<file path="src/rtl/spi_mem_pkg.sv">
package spi_mem_pkg;

  localparam int unsigned BYTE_W = 8;
  localparam int unsigned CNT_W  = $clog2(BYTE_W);

  typedef enum logic [1:0] {
    ST_IDLE = 2'd0,
    ST_OPC  = 2'd1,
    ST_DATA = 2'd2,
    ST_LOCK = 2'd3
  } frameSt_t;

  // strobes from control to datapath
  typedef struct packed {
    logic clear;     // drop all frame state
    logic shiftIn;   // take one serial input bit
    logic lastIn;    // this input bit completes a byte
    logic latchOp;   // completed byte is a known command
    logic loadTx;    // byte boundary: offer to load a return byte
    logic shiftOut;  // present next return bit
  } dpCtl_t;

  function automatic logic opKnown(input logic [BYTE_W-1:0] op);
    case (op)
      8'h01, 8'h02, 8'h03, 8'h04,
      8'h05, 8'h06, 8'h0B, 8'h9F: return 1'b1;
      default:                    return 1'b0;
    endcase
  endfunction

endpackage

</file>
<file path="src/rtl/spi_mem_sync.sv">
module spi_mem_sync #(
  parameter int unsigned WIDTH  = 4,
  parameter int unsigned STAGES = 2,
  parameter logic [WIDTH-1:0] RST_VAL = '0
) (
  input  logic             clk,
  input  logic             rstN,
  input  logic [WIDTH-1:0] din,
  output logic [WIDTH-1:0] dout
);

  logic [STAGES-1:0][WIDTH-1:0] pipe;

  always_ff @(posedge clk or negedge rstN) begin
    if (!rstN) begin
      for (int s = 0; s < STAGES; s++) pipe[s] <= RST_VAL;
    end else begin
      pipe[0] <= din;
      for (int s = 1; s < STAGES; s++) pipe[s] <= pipe[s-1];
    end
  end

  assign dout = pipe[STAGES-1];

endmodule

</file>
<file path="src/rtl/spi_mem_ctrl.sv">
module spi_mem_ctrl
  import spi_mem_pkg::*;
(
  input  logic              clk,
  input  logic              rstN,
  input  logic              csNS,
  input  logic              sckS,
  input  logic              holdNS,
  input  logic              lastBit,
  input  logic [BYTE_W-1:0] rxNext,
  output dpCtl_t            ctl,
  output logic              outAllow,
  output logic              cmdValid,
  output logic              dataValid,
  output logic              held,
  output logic              stLock
);

  frameSt_t state, stateNxt;
  logic     sckPrev, holdPrev;
  logic     heldNxt;
  logic     csSel, sckRise, sckFall, holdFall, holdRise, running;

  assign csSel    = !csNS;
  assign sckRise  = sckS & !sckPrev;
  assign sckFall  = !sckS & sckPrev;
  assign holdFall = holdPrev & !holdNS;
  assign holdRise = !holdPrev & holdNS;
  assign running  = csSel && !held && ((state == ST_OPC) || (state == ST_DATA));

  // strobes
  always_comb begin
    ctl          = '0;
    ctl.clear    = !csSel;
    ctl.shiftIn  = running && sckRise;
    ctl.lastIn   = ctl.shiftIn && lastBit;
    ctl.latchOp  = ctl.lastIn && (state == ST_OPC) && opKnown(rxNext);
    ctl.loadTx   = ctl.lastIn && ((state == ST_DATA) || ctl.latchOp);
    ctl.shiftOut = running && (state == ST_DATA) && sckFall;
  end

  // pause tracking: edges count only while the serial clock is low
  always_comb begin
    heldNxt = held;
    if (!csSel)                   heldNxt = 1'b0;
    else if (holdFall && !sckS)   heldNxt = 1'b1;
    else if (holdRise && !sckS)   heldNxt = 1'b0;
  end

  always_comb begin
    stateNxt = state;
    if (!csSel) begin
      stateNxt = ST_IDLE;
    end else begin
      case (state)
        ST_IDLE: stateNxt = ST_OPC;
        ST_OPC:  if (ctl.lastIn) stateNxt = ctl.latchOp ? ST_DATA : ST_LOCK;
        default: stateNxt = state;
      endcase
    end
  end

  always_ff @(posedge clk or negedge rstN) begin
    if (!rstN) begin
      state     <= ST_IDLE;
      sckPrev   <= 1'b0;
      holdPrev  <= 1'b1;
      held      <= 1'b0;
      cmdValid  <= 1'b0;
      dataValid <= 1'b0;
    end else begin
      state     <= stateNxt;
      sckPrev   <= sckS;
      holdPrev  <= holdNS;
      held      <= heldNxt;
      cmdValid  <= ctl.latchOp;
      dataValid <= ctl.lastIn && (state == ST_DATA);
    end
  end

  assign outAllow = csSel && !held && (state == ST_DATA);
  assign stLock   = (state == ST_LOCK);

endmodule

</file>
<file path="src/rtl/spi_mem_dp.sv">
module spi_mem_dp
  import spi_mem_pkg::*;
(
  input  logic              clk,
  input  logic              rstN,
  input  dpCtl_t            ctl,
  input  logic              siS,
  input  logic              txHave,
  input  logic [BYTE_W-1:0] txData,
  output logic              lastBit,
  output logic [BYTE_W-1:0] rxNext,
  output logic [BYTE_W-1:0] rxByte,
  output logic [BYTE_W-1:0] opReg,
  output logic              soBit,
  output logic              txActive,
  output logic [CNT_W-1:0]  bitCnt
);

  localparam logic [CNT_W-1:0] LAST_IDX = CNT_W'(BYTE_W - 1);

  logic [BYTE_W-1:0] rxShift, txShift;

  assign lastBit = (bitCnt == LAST_IDX);
  assign rxNext  = {rxShift[BYTE_W-2:0], siS};

  always_ff @(posedge clk or negedge rstN) begin
    if (!rstN) begin
      bitCnt   <= '0;
      rxShift  <= '0;
      rxByte   <= '0;
      opReg    <= '0;
      txShift  <= '0;
      txActive <= 1'b0;
      soBit    <= 1'b0;
    end else if (ctl.clear) begin
      bitCnt   <= '0;
      rxShift  <= '0;
      opReg    <= '0;
      txShift  <= '0;
      txActive <= 1'b0;
      soBit    <= 1'b0;
    end else begin
      if (ctl.shiftIn) begin
        rxShift <= rxNext;
        bitCnt  <= lastBit ? '0 : bitCnt + 1'b1;
      end
      if (ctl.lastIn)  rxByte <= rxNext;
      if (ctl.latchOp) opReg  <= rxNext;
      if (ctl.loadTx) begin
        txShift  <= txData;
        txActive <= txHave;
      end else if (ctl.shiftOut && txActive) begin
        soBit   <= txShift[BYTE_W-1];
        txShift <= {txShift[BYTE_W-2:0], 1'b0};
      end
    end
  end

endmodule

</file>
<file path="src/rtl/spi_mem_front.sv">
module spi_mem_front
  import spi_mem_pkg::*;
#(
  parameter int unsigned SYNC_STAGES = 2
) (
  input  logic              clk,
  input  logic              rstN,
  input  logic              spiCsN,
  input  logic              spiSck,
  input  logic              spiSi,
  input  logic              spiHoldN,
  output logic              spiSo,
  output logic              spiSoOe,
  output logic              cmdValid,
  output logic [BYTE_W-1:0] cmdOp,
  output logic              dataValid,
  output logic [BYTE_W-1:0] dataByte,
  input  logic              txHave,
  input  logic [BYTE_W-1:0] txData,
  output logic              txTake
);

  localparam int unsigned PIN_N = 4;

  logic [PIN_N-1:0] pinRaw, pinSync;
  logic csNS, sckS, holdNS, siS;
  dpCtl_t ctl;
  logic lastBit, outAllow, held, stLock, soBit, txActive, csSel;
  logic [BYTE_W-1:0] rxNext;
  logic [CNT_W-1:0]  dpBitCnt;

  assign pinRaw = {spiCsN, spiHoldN, spiSck, spiSi};

  spi_mem_sync #(
    .WIDTH  (PIN_N),
    .STAGES (SYNC_STAGES),
    .RST_VAL(4'b1100)
  ) u_sync (
    .clk (clk),
    .rstN(rstN),
    .din (pinRaw),
    .dout(pinSync)
  );

  assign {csNS, holdNS, sckS, siS} = pinSync;
  assign csSel = !csNS;

  spi_mem_ctrl u_ctrl (
    .clk      (clk),
    .rstN     (rstN),
    .csNS     (csNS),
    .sckS     (sckS),
    .holdNS   (holdNS),
    .lastBit  (lastBit),
    .rxNext   (rxNext),
    .ctl      (ctl),
    .outAllow (outAllow),
    .cmdValid (cmdValid),
    .dataValid(dataValid),
    .held     (held),
    .stLock   (stLock)
  );

  spi_mem_dp u_dp (
    .clk     (clk),
    .rstN    (rstN),
    .ctl     (ctl),
    .siS     (siS),
    .txHave  (txHave),
    .txData  (txData),
    .lastBit (lastBit),
    .rxNext  (rxNext),
    .rxByte  (dataByte),
    .opReg   (cmdOp),
    .soBit   (soBit),
    .txActive(txActive),
    .bitCnt  (dpBitCnt)
  );

  assign spiSoOe = outAllow & txActive;
  assign spiSo   = spiSoOe & soBit;
  assign txTake  = ctl.loadTx & txHave;

endmodule

</file>
<file path="config.mk">
export PLATFORM = sky130hd
export DESIGN_NAME = spi_mem_front
export DESIGN_NICKNAME = d
export VERILOG_FILES = /design/src/rtl/spi_mem_pkg.sv /design/src/rtl/spi_mem_sync.sv /design/src/rtl/spi_mem_ctrl.sv /design/src/rtl/spi_mem_dp.sv /design/src/rtl/spi_mem_front.sv
export SDC_FILE = /design/constraint.sdc
export NUM_CORES = 1
export LEC_CHECK = 0
export BUFFER_PORTS_ARGS = -buffer_cell sky130_fd_sc_hd__buf_2
export CORE_ASPECT_RATIO = 1.5
export CORE_MARGIN = 4
export CORE_UTILIZATION = 50
export DETAILED_ROUTE_END_ITERATION = 7
export GPL_TIMING_DRIVEN = 1
export PLACE_DENSITY_LB_ADDON = 0.3
export SYNTH_ARGS = -nofsm -noshare
export SYNTH_HDL_FRONTEND = slang
export SYNTH_SLANG_ARGS = --single-unit
export TNS_END_PERCENT = 20
</file>
<file path="constraint.sdc">
create_clock -name clk -period 2 [get_ports clk]
set_input_delay 0.3 -clock clk [delete_from_list [all_inputs] [get_ports clk]]
set_output_delay 0.3 -clock clk [all_outputs]
set_load 0.01 [all_outputs]
</file>
==> results of run 1 <==
## per-stage QoR
step | cells | utilization, % | power [mW] | hold slack [ns] | instance area, um^2
global placement | 269 | 57.67 | 1.155 | 0.3322 | 2427
floorplan | 186 | - | 1.111 | 0.004409 | 2165
global route | 282 | 62.51 | 1.930 | 0.07787 | 2631
finish | 282 | 62.51 | 1.839 | 0.09615 | 2631
detailed placement | 269 | 57.67 | 1.158 | 0.3371 | 2427
CTS | 281 | 61.59 | 1.858 | 0.08371 | 2592
## timing repair
item / CTS / global route
endpoints found under the hold margin: 0 / 0
gates resized for setup: 6 / 11
setup buffers: 4 / 1
pin swaps: 2 / 2
gates cloned: 0 / 0
setup endpoints to repair: 1 / 7
## area by class of cell
type | count | area (um^2) | share of cell area [%]
Clock buffer | 7 | 76.32 | 2.901
Clock inverter | 1 | 30.03 | 1.141
Inverter | 5 | 18.77 | 0.7133
Multi-Input combinational cell | 123 | 880.8 | 33.48
Sequential cell | 51 | 1287 | 48.93
Tap cell | 46 | 57.56 | 2.187
Timing Repair Buffer | 49 | 280.3 | 10.65
## flip-flops by register name (all words and copies together) (netlist names)
register,flops
u_dp.opReg,8
u_dp.rxByte,8
u_dp.txShift,8
u_dp.rxShift,7
u_sync.dout,4
u_sync.pipe,4
u_dp.bitCnt,3
u_ctrl.state,2
u_ctrl.cmdValid,1
u_ctrl.dataValid,1
u_ctrl.held,1
u_ctrl.holdPrev,1
u_ctrl.sckPrev,1
u_dp.soBit,1
u_dp.txActive,1
## cell usage after synthesis, types with 2 or more instances
| library cell | instances |
|---|---|
| ha_1 | 4 |
| a21oi_1 | 2 |
| inv_1 | 5 |
| o21ai_0 | 4 |
| dfrtp_1 | 46 |
| mux2_4 | 2 |
| mux2i_1 | 23 |
| nand2_1 | 27 |
| nand3b_1 | 3 |
| clkbuf_1 | 2 |
| dfstp_2 | 5 |
| nor2_1 | 30 |
| mux2_2 | 6 |
| nand3_1 | 4 |
| and2_1 | 4 |
| buf_2 | 3 |
## worst reg2reg max path, cell delays in order, from the launching register on
cell and delay, ns:
dfrtp_1 0.41, inv_2 0.09, ha_4 0.21, nor2_4 0.10
buf_4 0.12, nand4_2 0.15, a311oi_2 0.28, buf_4 0.22
mux2i_1 0.19, nor2_1 0.05
## kinds of logic after synthesis
family	share of synthesized area (%)
AOI/OAI and AO/OA	4.798
buffers and inverters	2.601
adders and majority gates	2.312
DFF	59.25
muxes	15.14
and+or+nand+nor	15.90
## cell usage in the layout, fill, tap and decap left out, types with 2 or more instances in the layout
| cell type | netlist | layout |
|---|---|---|
| nor2_1 | 30 | 27 |
| nand3b_1 | 3 | 3 |
| o21ai_0 | 4 | 4 |
| mux2i_1 | 23 | 22 |
| nor2_4 | 0 | 2 |
| dfrtp_1 | 46 | 42 |
| buf_2 | 3 | 35 |
| dfrtp_2 | 0 | 4 |
| clkbuf_8 | 0 | 5 |
| mux2_4 | 2 | 2 |
| clkbuf_1 | 2 | 2 |
| nor2_2 | 1 | 2 |
| ha_1 | 4 | 2 |
| nand2_1 | 27 | 27 |
| mux2_2 | 6 | 6 |
| nand3_1 | 4 | 2 |
| dfstp_2 | 5 | 5 |
| and2_1 | 4 | 4 |
| nand3_2 | 0 | 2 |
| buf_4 | 0 | 14 |
| inv_2 | 0 | 2 |
| a21oi_1 | 2 | 2 |
| inv_1 | 5 | 3 |
## layer usage
layer / vias to the layer above / wire length (um) / GRT usage, %
li1: 715 / - / -
met1: 679 / 1530 / 21.66
met2: 37 / 2097 / 26.41
met3: 10 / 173 / 3.358
met4: 0 / 95 / 7.336
met5: - / 0 / 0
## where the power goes
part	internal, mW	switching, mW	total [mW]
logic	0.0365	0.0533	0.0898
registers	1.05	0.0135	1.06
clock network	0.374	0.312	0.686
## final timing paths
| path | start | to | cells after the start |
|---|---|---|---|
| max | u_ctrl.state[0]$_DFFE_PN0P_ | txTake | 8 |
| min in group clk | spiCsN | u_sync.pipe[3]$_DFF_PN1_ | 1 |
| min reg2reg | u_sync.pipe[1]$_DFF_PN0_ | u_sync.dout[1]$_DFF_PN0_ | 0 |
| max reg2reg | u_ctrl.state[0]$_DFFE_PN0P_ | u_dp.opReg[7]$_DFFE_PN0P_ | 9 |
| min | rstN | u_ctrl.state[0]$_DFFE_PN0P_ | 2 |
| max in group asynchronous | rstN | u_sync.dout[0]$_DFF_PN0_ | 2 |
==> impl_results.md, run 1 <==
- Final WS setup: 0.04644 ns
- Reg2Reg Setup Slack: 0.07 ns
- Post-Syn Area: 0.002165 mm^2
- Drt total wl: 3.898 mm
- CP Launch Type: register
- Worst vdd ir: 506.9 uV
- Die area: 0.005467 mm^2
- GP Congestion: 0.7888
- # clock sinks: 51
- Die width: 61.72 um
- DR vias: 1,441
- CTS tree: yes
- Run status: finished, final reports clean
- Synth Flop Type: dfrtp_1
- Leading post-synthesis cells by cell area: dfrtp_1 (53%), mux2i_1 (11%), dfstp_2 (6.1%)
- WP data required: 1.70 ns
- Max-capacitance violation count: 0
- Final period utilization: 97.68%
- Worst Skew: 0.006194 ns
- DRC viols: 0
- Seq/Total Area, Yosys: 59.25%
- Core Footprint: 0.004209 mm^2
- Io pins: 36
- DP HPWL: 2.584 mm
- Pin count of the biggest net entering global routing: 52
- WS Path Type: reg2out
- Fillers: 373
- Critical-path cell list: inv_2, ha_4, nor2_4, nand3_2, nor2_4, o21ai_4, nor2_1, buf_2
- Setup TNS: 0 ns
- PortBufs: 35
- Share of cells above drive strength 1: 37.71%
- # hold bufs at CTS: 0
- Cells after Synth: 186
- Leak: 1.421 nW
- GR Overflow Total: 0
- CTS clk-pin slew, worst paths: 0.09 ns
- Die height: 88.59 um
- Final hold violation count: 0
- Rows: 29
- Highest-delay cell along the critical path: dfrtp_1
- Least-Margin Pin Slew: 0.6297 ns
- Clk Latency, worst-skew pair: 0.30 ns
- Post-synth cell types: 32
- RSZ-0062 raised after global routing: yes
- Drt wl/cell: 13.82 um
- EDFF count, synth: 0
- Starting DRT DRC Count: 40
- Diode count: 0
- Max frequency: 0.5119 GHz
- Yosys top cell area share: 53.18%
- Largest stage delay, worst path: 0.41 ns
- Pwr per Cell Area: 698.8 mW/mm^2
- Max Transition Viols Final: 0
- Min Tclk post-route: 1.954 ns
- Final-stage net count: 254
- Synth Register Bits: 51
- Final number of setup-violating endpoints: 0
- Area grow syn2layout: 21.56%
- Initial DRT Pass Iterations: 4
- Post-Place Setup Slack: 0.03026 ns
- Initial Util: 51.43%
- CP most frequent cell: nor2_4
- Initial antenna violation count: 0
- Global Route Usage Sum: 16.63%
- Htree depth: 2
- Area leader, netlist: dfrtp_1
- Net Count, Synth: 205
- Via/cell ratio: 5.110
- Post-route ant nets: 0
- Clk buf depth: 2
- Rel. slew slack: 58.02%
- First-pass GRT wire length: 6.858 mm
- Hold/Removal Path Class: in2async
- Critical path's top delay family: simple AND/OR/NAND/NOR gates
- Crit end category: output port
- Async S/R FF share, synth: 100.0%
- CTS Buf Count: 5
- Buf+Inv Stages, Crit Path: 2
- Synth warn: 0
- Max Fanout on Critical Path: 2
- Worst path arrival time: 1.65 ns
- Root buffer cell: clkbuf_8
- Syn Area/Cell: 11.64 um^2
- Vias in the first global route: 1,485
Power figures use the tool's default switching activity.
==> run 2: changes to the inputs <==
Settings changed: REMOVE_ABC_BUFFERS set to 1.
==> run 2 against run 1 <==
Cell area grew 1.0%. Clock skew decreased by 0.0011 ns. Setup slack improved by 0.0065 ns. Critical path type unchanged. Clock power fell by 6.7%. Global-route usage down 0.42 points. Core utilization increased by 0.65 points. Register-to-register slack improved by 0.04 ns. Flip-flop and latch count stayed put. Fmax increased by 0.33%. Largest cell class unchanged. Hold slack lost 0.0083 ns.
==> impl_results.md, run 2 (synthesis gave the netlist of run 1 again) <==
- Run status: finished, final reports clean
- Highest-delay cell along the critical path: dfrtp_2
- Worst path arrival time: 1.65 ns (about the same)
- Fillers: 324 (-13%)
- Global Route Usage Sum: 16.21% (-0.42 points)
- Final period utilization: 97.36% (-0.32 points)
- Io pins: 36 (unchanged)
- Min Tclk post-route: 1.947 ns (-0.006460 ns)
- Share of cells above drive strength 1: 38.82% (+1.1 points)
- Starting DRT DRC Count: 25 (-38%)
- Setup TNS: 0 ns (unchanged)
- WP data required: 1.70 ns (about the same)
- Max-capacitance violation count: 0 (unchanged)
- Rel. slew slack: 61.94% (+3.9 points)
- Core Footprint: 0.004209 mm^2 (unchanged)
- Pin count of the biggest net entering global routing: 29 (-44%)
- Commonest non-fill, non-tap cell in the layout: dfrtp_1
- Post-DP Area: 0.002440 mm^2 (+0.52%)
- Max Transition Viols Final: 0 (unchanged)
- Buf+Inv Stages, Crit Path: 1 (-1)
- Wl on met1: 1.618 mm (+5.8%)
- Leak: 1.432 nW (+0.74%)
- Area grow syn2layout: 22.83%
- First-pass GRT wire length: 6.679 mm (-2.6%)
- Die area: 0.005467 mm^2 (unchanged)
- Total power: 1.796 mW (-2.3%)
- Initial DRT Pass Iterations: 4 (unchanged)
- CTS Buf Count: 5 (unchanged)
- RSZ-0062 raised after global routing: yes
- GP Congestion: 0.7890 (about the same)
- Crit end category: output port
- Max Fanout on Critical Path: 6 (+4)
- Htree depth: 2 (unchanged)
- # clock sinks: 51 (unchanged)
- Util after Layout: 63.17% (+0.65 points)
- Worst Skew: 0.005093 ns (-0.001101 ns)
- Post-Place Setup Slack: 0.03563 ns (+0.005369 ns)
- Reg2Reg Setup Slack: 0.11 ns (+0.04 ns)
- Die height: 88.59 um (unchanged)
- Worst vdd ir: 638.6 uV (+26%)
- Most frequent cells in the layout: dfrtp_1 (42), buf_2 (35), nor2_1 (27)
- Critical path's top delay family: compound AO/OA/AOI/OAI gates
- WS Path Type: reg2out
- Critical-path cell list: nor2_2, o211ai_1, a31oi_4, o21ai_4, nor2_1, buf_2
- WL met3: 206 um (+19%)
- Pwr per Cell Area: 675.4 mW/mm^2 (-3.3%)
- Post-route cell area: 0.002659 mm^2 (+1.0%)
- Hold/Removal Path Class: in2reg
- DP HPWL: 2.640 mm (+2.2%)
- Via/cell ratio: 5.099 (-0.22%)
- Clk Latency, worst-skew pair: 0.30 ns (about the same)
- Initial antenna violation count: 0 (unchanged)
- Top Metal Used: met4
- Inst Count DP: 269 (unchanged)
- Final hold violation count: 0 (unchanged)
- Vias in the first global route: 1,421 (-4.3%)
- DR vias: 1,443 (+0.14%)
- Final WS setup: 0.05290 ns (+0.006460 ns)
- Post-route non-filler standard cell count: 283 (+0.35%)
- Final number of setup-violating endpoints: 0 (unchanged)
- GR Overflow Total: 0 (unchanged)
- Max frequency: 0.5136 GHz (+0.33%)
- CTS tree: yes
- Worst hold-check slack: 0.08783 ns (-0.008322 ns)
- Rows: 29 (unchanged)
- Least-Margin Pin Slew: 0.5709 ns (-0.05885 ns)
- Drt wl/cell: 13.44 um (-2.8%)
- DRC viols: 0 (unchanged)
- Drt total wl: 3.804 mm (-2.4%)
- Met2 wire length: 1.886 mm (-10%)
- Largest stage delay, worst path: 0.46 ns (+0.05 ns)
- Clk buf depth: 2 (unchanged)
- Final-stage net count: 255 (+0.39%)
- PortBufs: 35 (unchanged)
- Diode count: 0 (unchanged)
- Die width: 61.72 um (unchanged)
- CP Launch Type: register
- Root buffer cell: clkbuf_8
- Post-route ant nets: 0 (unchanged)
- Initial Util: 51.43% (unchanged)
- CTS clk-pin slew, worst paths: 0.09 ns (about the same)
- Largest registers: u_dp.opReg x8, u_dp.rxByte x8, u_dp.txShift x8
## run 2: final cells by class
type | instances | area, um^2 | share of cell area, %
inverter | 5 | 18.77 | 0.7059
multi-input combinational | 123 | 884.6 | 33.27
clock buffer | 7 | 96.34 | 3.624
timing repair buffer | 50 | 306.5 | 11.53
clock inverter | 1 | 7.507 | 0.2824
sequential | 51 | 1287 | 48.42
tap | 46 | 57.56 | 2.165
## run 2: worst paths after layout
| check | from | to | cells after the start |
|---|---|---|---|
| worst max-delay path | u_dp.rxShift[3]$_DFFE_PN0P_ | txTake | 6 |
| worst min-delay path | spiCsN | u_sync.pipe[3]$_DFF_PN1_ | 1 |
| worst max register to register | u_dp.rxShift[3]$_DFFE_PN0P_ | u_dp.opReg[2]$_DFFE_PN0P_ | 7 |
| worst min register to register | u_sync.pipe[1]$_DFF_PN0_ | u_sync.dout[1]$_DFF_PN0_ | 0 |
| max in group asynchronous | rstN | u_ctrl.holdPrev$_DFF_PN1_ | 3 |
| min in group asynchronous | rstN | u_ctrl.dataValid$_DFF_PN0_ | 2 |
## run 2: repair_timing
action | 4_1_cts | 5_1_grt
hold buffers | 1 | 0
setup buffers | 3 | 2
endpoints found under the hold margin | 2 | 0
setup endpoints to repair | 1 | 2
resized for setup | 7 | 12
pin swaps | 2 | 3
## run 2: power breakdown
group          total (mW)  switching (mW)  internal [mW]
clock network       0.640           0.325          0.315
logic              0.0936          0.0538         0.0398
registers            1.06          0.0127           1.05
## run 2: layer usage
metal	vias to the layer above	track usage [%]
li1	717	-
met1	685	21.00
met2	31	26.02
met3	10	4.672
met4	0	5.019
met5	-	0
==> run 3: changes to the inputs <==
Settings changed: CORE_UTILIZATION 50 to 55, RECOVER_POWER set to 25.
Clock period 2 ns to 2.4 ns, I/O delays scaled along.
==> run 3 against run 2 <==
Cell count shrank 4.2%. Global-route usage grew 2.6 points. Hold slack gained 0.061 ns. Power shrank 13%. Combinational power shrank 34%. Non-clock buffer count shrank 9. Register-to-register slack gained 0.18 ns. Wire length grew 4.4%. Count of clock-buffer cells in the layout shrank 1. Via count grew 0.55%. Die area shrank 8.1%. Cell area shrank 5.3%. Largest power group unchanged.
==> impl_results.md, run 3 (synthesis gave the netlist of run 1 again) <==
- Least-Margin Pin Slew: 1.246 ns (+0.6754 ns)
- GP Congestion: 0.8000 (+1.4%)
- Pin count of the biggest net entering global routing: 52 (+79%)
- Comb pwr share: 4.0% (-1.2 points)
- Hold depth: 1 (unchanged)
- Die height: 84.84 um (-4.2%)
- Rel. slew slack: 16.92% (-45 points)
- Max Transition Viols Final: 0 (unchanged)
- R2R depth: 7 (unchanged)
- Max-capacitance violation count: 0 (unchanged)
- Sequential fraction of design power: 56.9% (-2.2 points)
- Most frequent cells in the layout: dfrtp_1 (46), buf_2 (35), nor2_1 (29)
- Psw: 0.3203 mW (-18%)
- Commonest non-fill, non-tap cell in the layout: dfrtp_1
- First-pass GRT wire length: 7.231 mm (+8.3%)
- Largest stage delay, worst path: 0.38 ns (-0.08 ns)
- WS Path Type: reg2out
- WP data required: 2.04 ns (+0.34 ns)
- Reg2reg end: u_dp.txShift[5]$_DFFE_PN0P_
- Final WS setup: 0.1432 ns (+0.09029 ns)
- # hold bufs at CTS: 0 (-1)
- DP HPWL: 2.818 mm (+6.8%)
- Post-route ant nets: 0 (unchanged)
- Initial antenna violation count: 0 (unchanged)
- Hold/Removal Path Class: in2reg
- Initial DRT Pass Iterations: 4 (unchanged)
- Drt wl/cell: 14.65 um (+9.0%)
- Leak: 1.397 nW (-2.4%)
- Cell Int Power: 1.233 mW (-12%)
- Starting DRT DRC Count: 48 (+92%)
- Total power: 1.553 mW (-13%)
- Reg2Reg Setup Slack: 0.29 ns (+0.18 ns)
- Global Route Usage Sum: 18.84% (+2.6 points)
- Htree depth: 2 (unchanged)
- Clk Latency, worst-skew pair: 0.30 ns (about the same)
- Max frequency: 0.4431 GHz
- Switch share: 20.62% (-1.2 points)
- Clk buf depth: 2 (unchanged)
- Area grow syn2layout: 16.36%
- DR vias: 1,451 (+0.55%)
- Root buffer cell: clkbuf_8
- Highest-delay cell along the critical path: dfrtp_1
- Via/cell ratio: 5.354 (+5.0%)
- Post-CTS setup repair buffer count: 0 (-3)
- Final-stage net count: 246 (-3.5%)
- CP most frequent cell: nor2_1
- Worst Skew: 0.006745 ns (+0.001652 ns)
- Crit end category: output port
- Core Footprint: 0.003750 mm^2 (-11%)
- Pwr per Cell Area: 616.8 mW/mm^2 (-8.7%)
- CP Launch Type: register
- Wl on met1: 1.645 mm (+1.7%)
- Io pins: 36 (unchanged)
- CTS Buf Count: 5 (unchanged)
- Final hold violation count: 0 (unchanged)
- RR Startpoint: u_ctrl.state[0]$_DFFE_PN0P_
- CTS clk-pin slew, worst paths: 0.09 ns (about the same)
- Worst path arrival time: 1.90 ns (+0.25 ns)
- WL met3: 162 um (-21%)
- Share of cells above drive strength 1: 30.70% (-8.1 points)
- PortBufs: 35 (unchanged)
- Drt total wl: 3.971 mm (+4.4%)
- Largest registers: u_dp.opReg x8, u_dp.rxByte x8, u_dp.txShift x8
- Top Metal Used: met4
- Vias in the first global route: 1,523 (+7.2%)
- Diode count: 0 (unchanged)
- Run status: finished, final reports clean
- Post-Place Setup Slack: 0.3144 ns (+0.2788 ns)
- Final period utilization: 94.03%
- Die area: 0.005024 mm^2 (-8.1%)
- Min Tclk post-route: 2.257 ns
- Worst vdd ir: 576.8 uV (-9.7%)
- Critical path origin: u_ctrl.state[0]$_DFFE_PN0P_
- Setup TNS: 0 ns (unchanged)
- Final number of setup-violating endpoints: 0 (unchanged)
- Die width: 59.22 um (-4.1%)
- Max Fanout on Critical Path: 10 (+4)
- Initial Util: 57.72% (+6.3 points)
- Cts repair resizes: 0 (-7)
- CTS tree: yes
- Met2 wire length: 2.084 mm (+10%)
- # clock sinks: 51 (unchanged)
- GR Overflow Total: 0 (unchanged)
- Critical-path cell list: inv_1, ha_1, nor2_1, nand3_1, nor2_2, o21ai_4, nor2_1, buf_2
- Critical path endpoint: txTake
- Clock group share of total power: 39.2% (+3.6 points)
- DRC viols: 0 (unchanged)
- Rows: 27 (-6.9%)
## run 3: critical path: cells and delay by family (launching register included)
kind | cells | cell delay (ns)
flops | 1 | 0.38
fa+ha+maj | 1 | 0.29
buf+inv | 2 | 0.18
compound gates | 1 | 0.15
simple gates | 4 | 0.59
## run 3: cell type report
class | count | area (um^2)
clock buffers | 6 | 82.58
clock inverters | 2 | 35.03
fillers | 283 | 1231
inverters | 5 | 18.77
multi-input cells | 123 | 828.3
flip-flops and latches | 51 | 1282
well taps | 43 | 53.80
repair buffers | 41 | 217.7
## run 3: worst min path at each step
| stage | start | end |
|---|---|---|
| 3_5_place_dp | u_sync.pipe[0]$_DFF_PN0_ | u_sync.dout[0]$_DFF_PN0_ |
| 5_1_grt | spiCsN | u_sync.pipe[3]$_DFF_PN1_ |
| 6_report | spiCsN | u_sync.pipe[3]$_DFF_PN1_ |
| 4_1_cts | spiCsN | u_sync.pipe[3]$_DFF_PN1_ |
| 2_1_floorplan | rstN | u_ctrl.cmdValid$_DFF_PN0_ |
| 3_3_place_gp | u_sync.pipe[0]$_DFF_PN0_ | u_sync.dout[0]$_DFF_PN0_ |
## run 3: routing by layer
| metal | global-route usage [%] | vias to the layer above |
|---|---|---|
| li1 | - | 701 |
| met1 | 24.12 | 709 |
| met2 | 30.05 | 33 |
| met3 | 4.414 | 8 |
| met4 | 7.835 | 0 |
| met5 | 0 | - |
## run 3: power groups by stage
stage | registers [mW] | logic, mW | clock network [mW]
after CTS | 0.884 | 0.0634 | 0.623
final | 0.884 | 0.0615 | 0.608
after global placement | 0.899 | 0.0598 | 0
after global routing | 0.886 | 0.0706 | 0.667
after detailed placement | 0.900 | 0.0634 | 0
after floorplan | 0.903 | 0.0216 | 0
## run 3: per-stage QoR
stage               instance area, um^2  std cells  hold WS (ns)  util (%)
floorplan                          2127        179       0.06441         -
global placement                   2401        263        0.3327     64.03
detailed placement                 2401        263        0.3347     64.03
CTS                                2519        271        0.1416     67.17
global route                       2519        271        0.1314     67.17
finish                             2519        271        0.1488     67.17
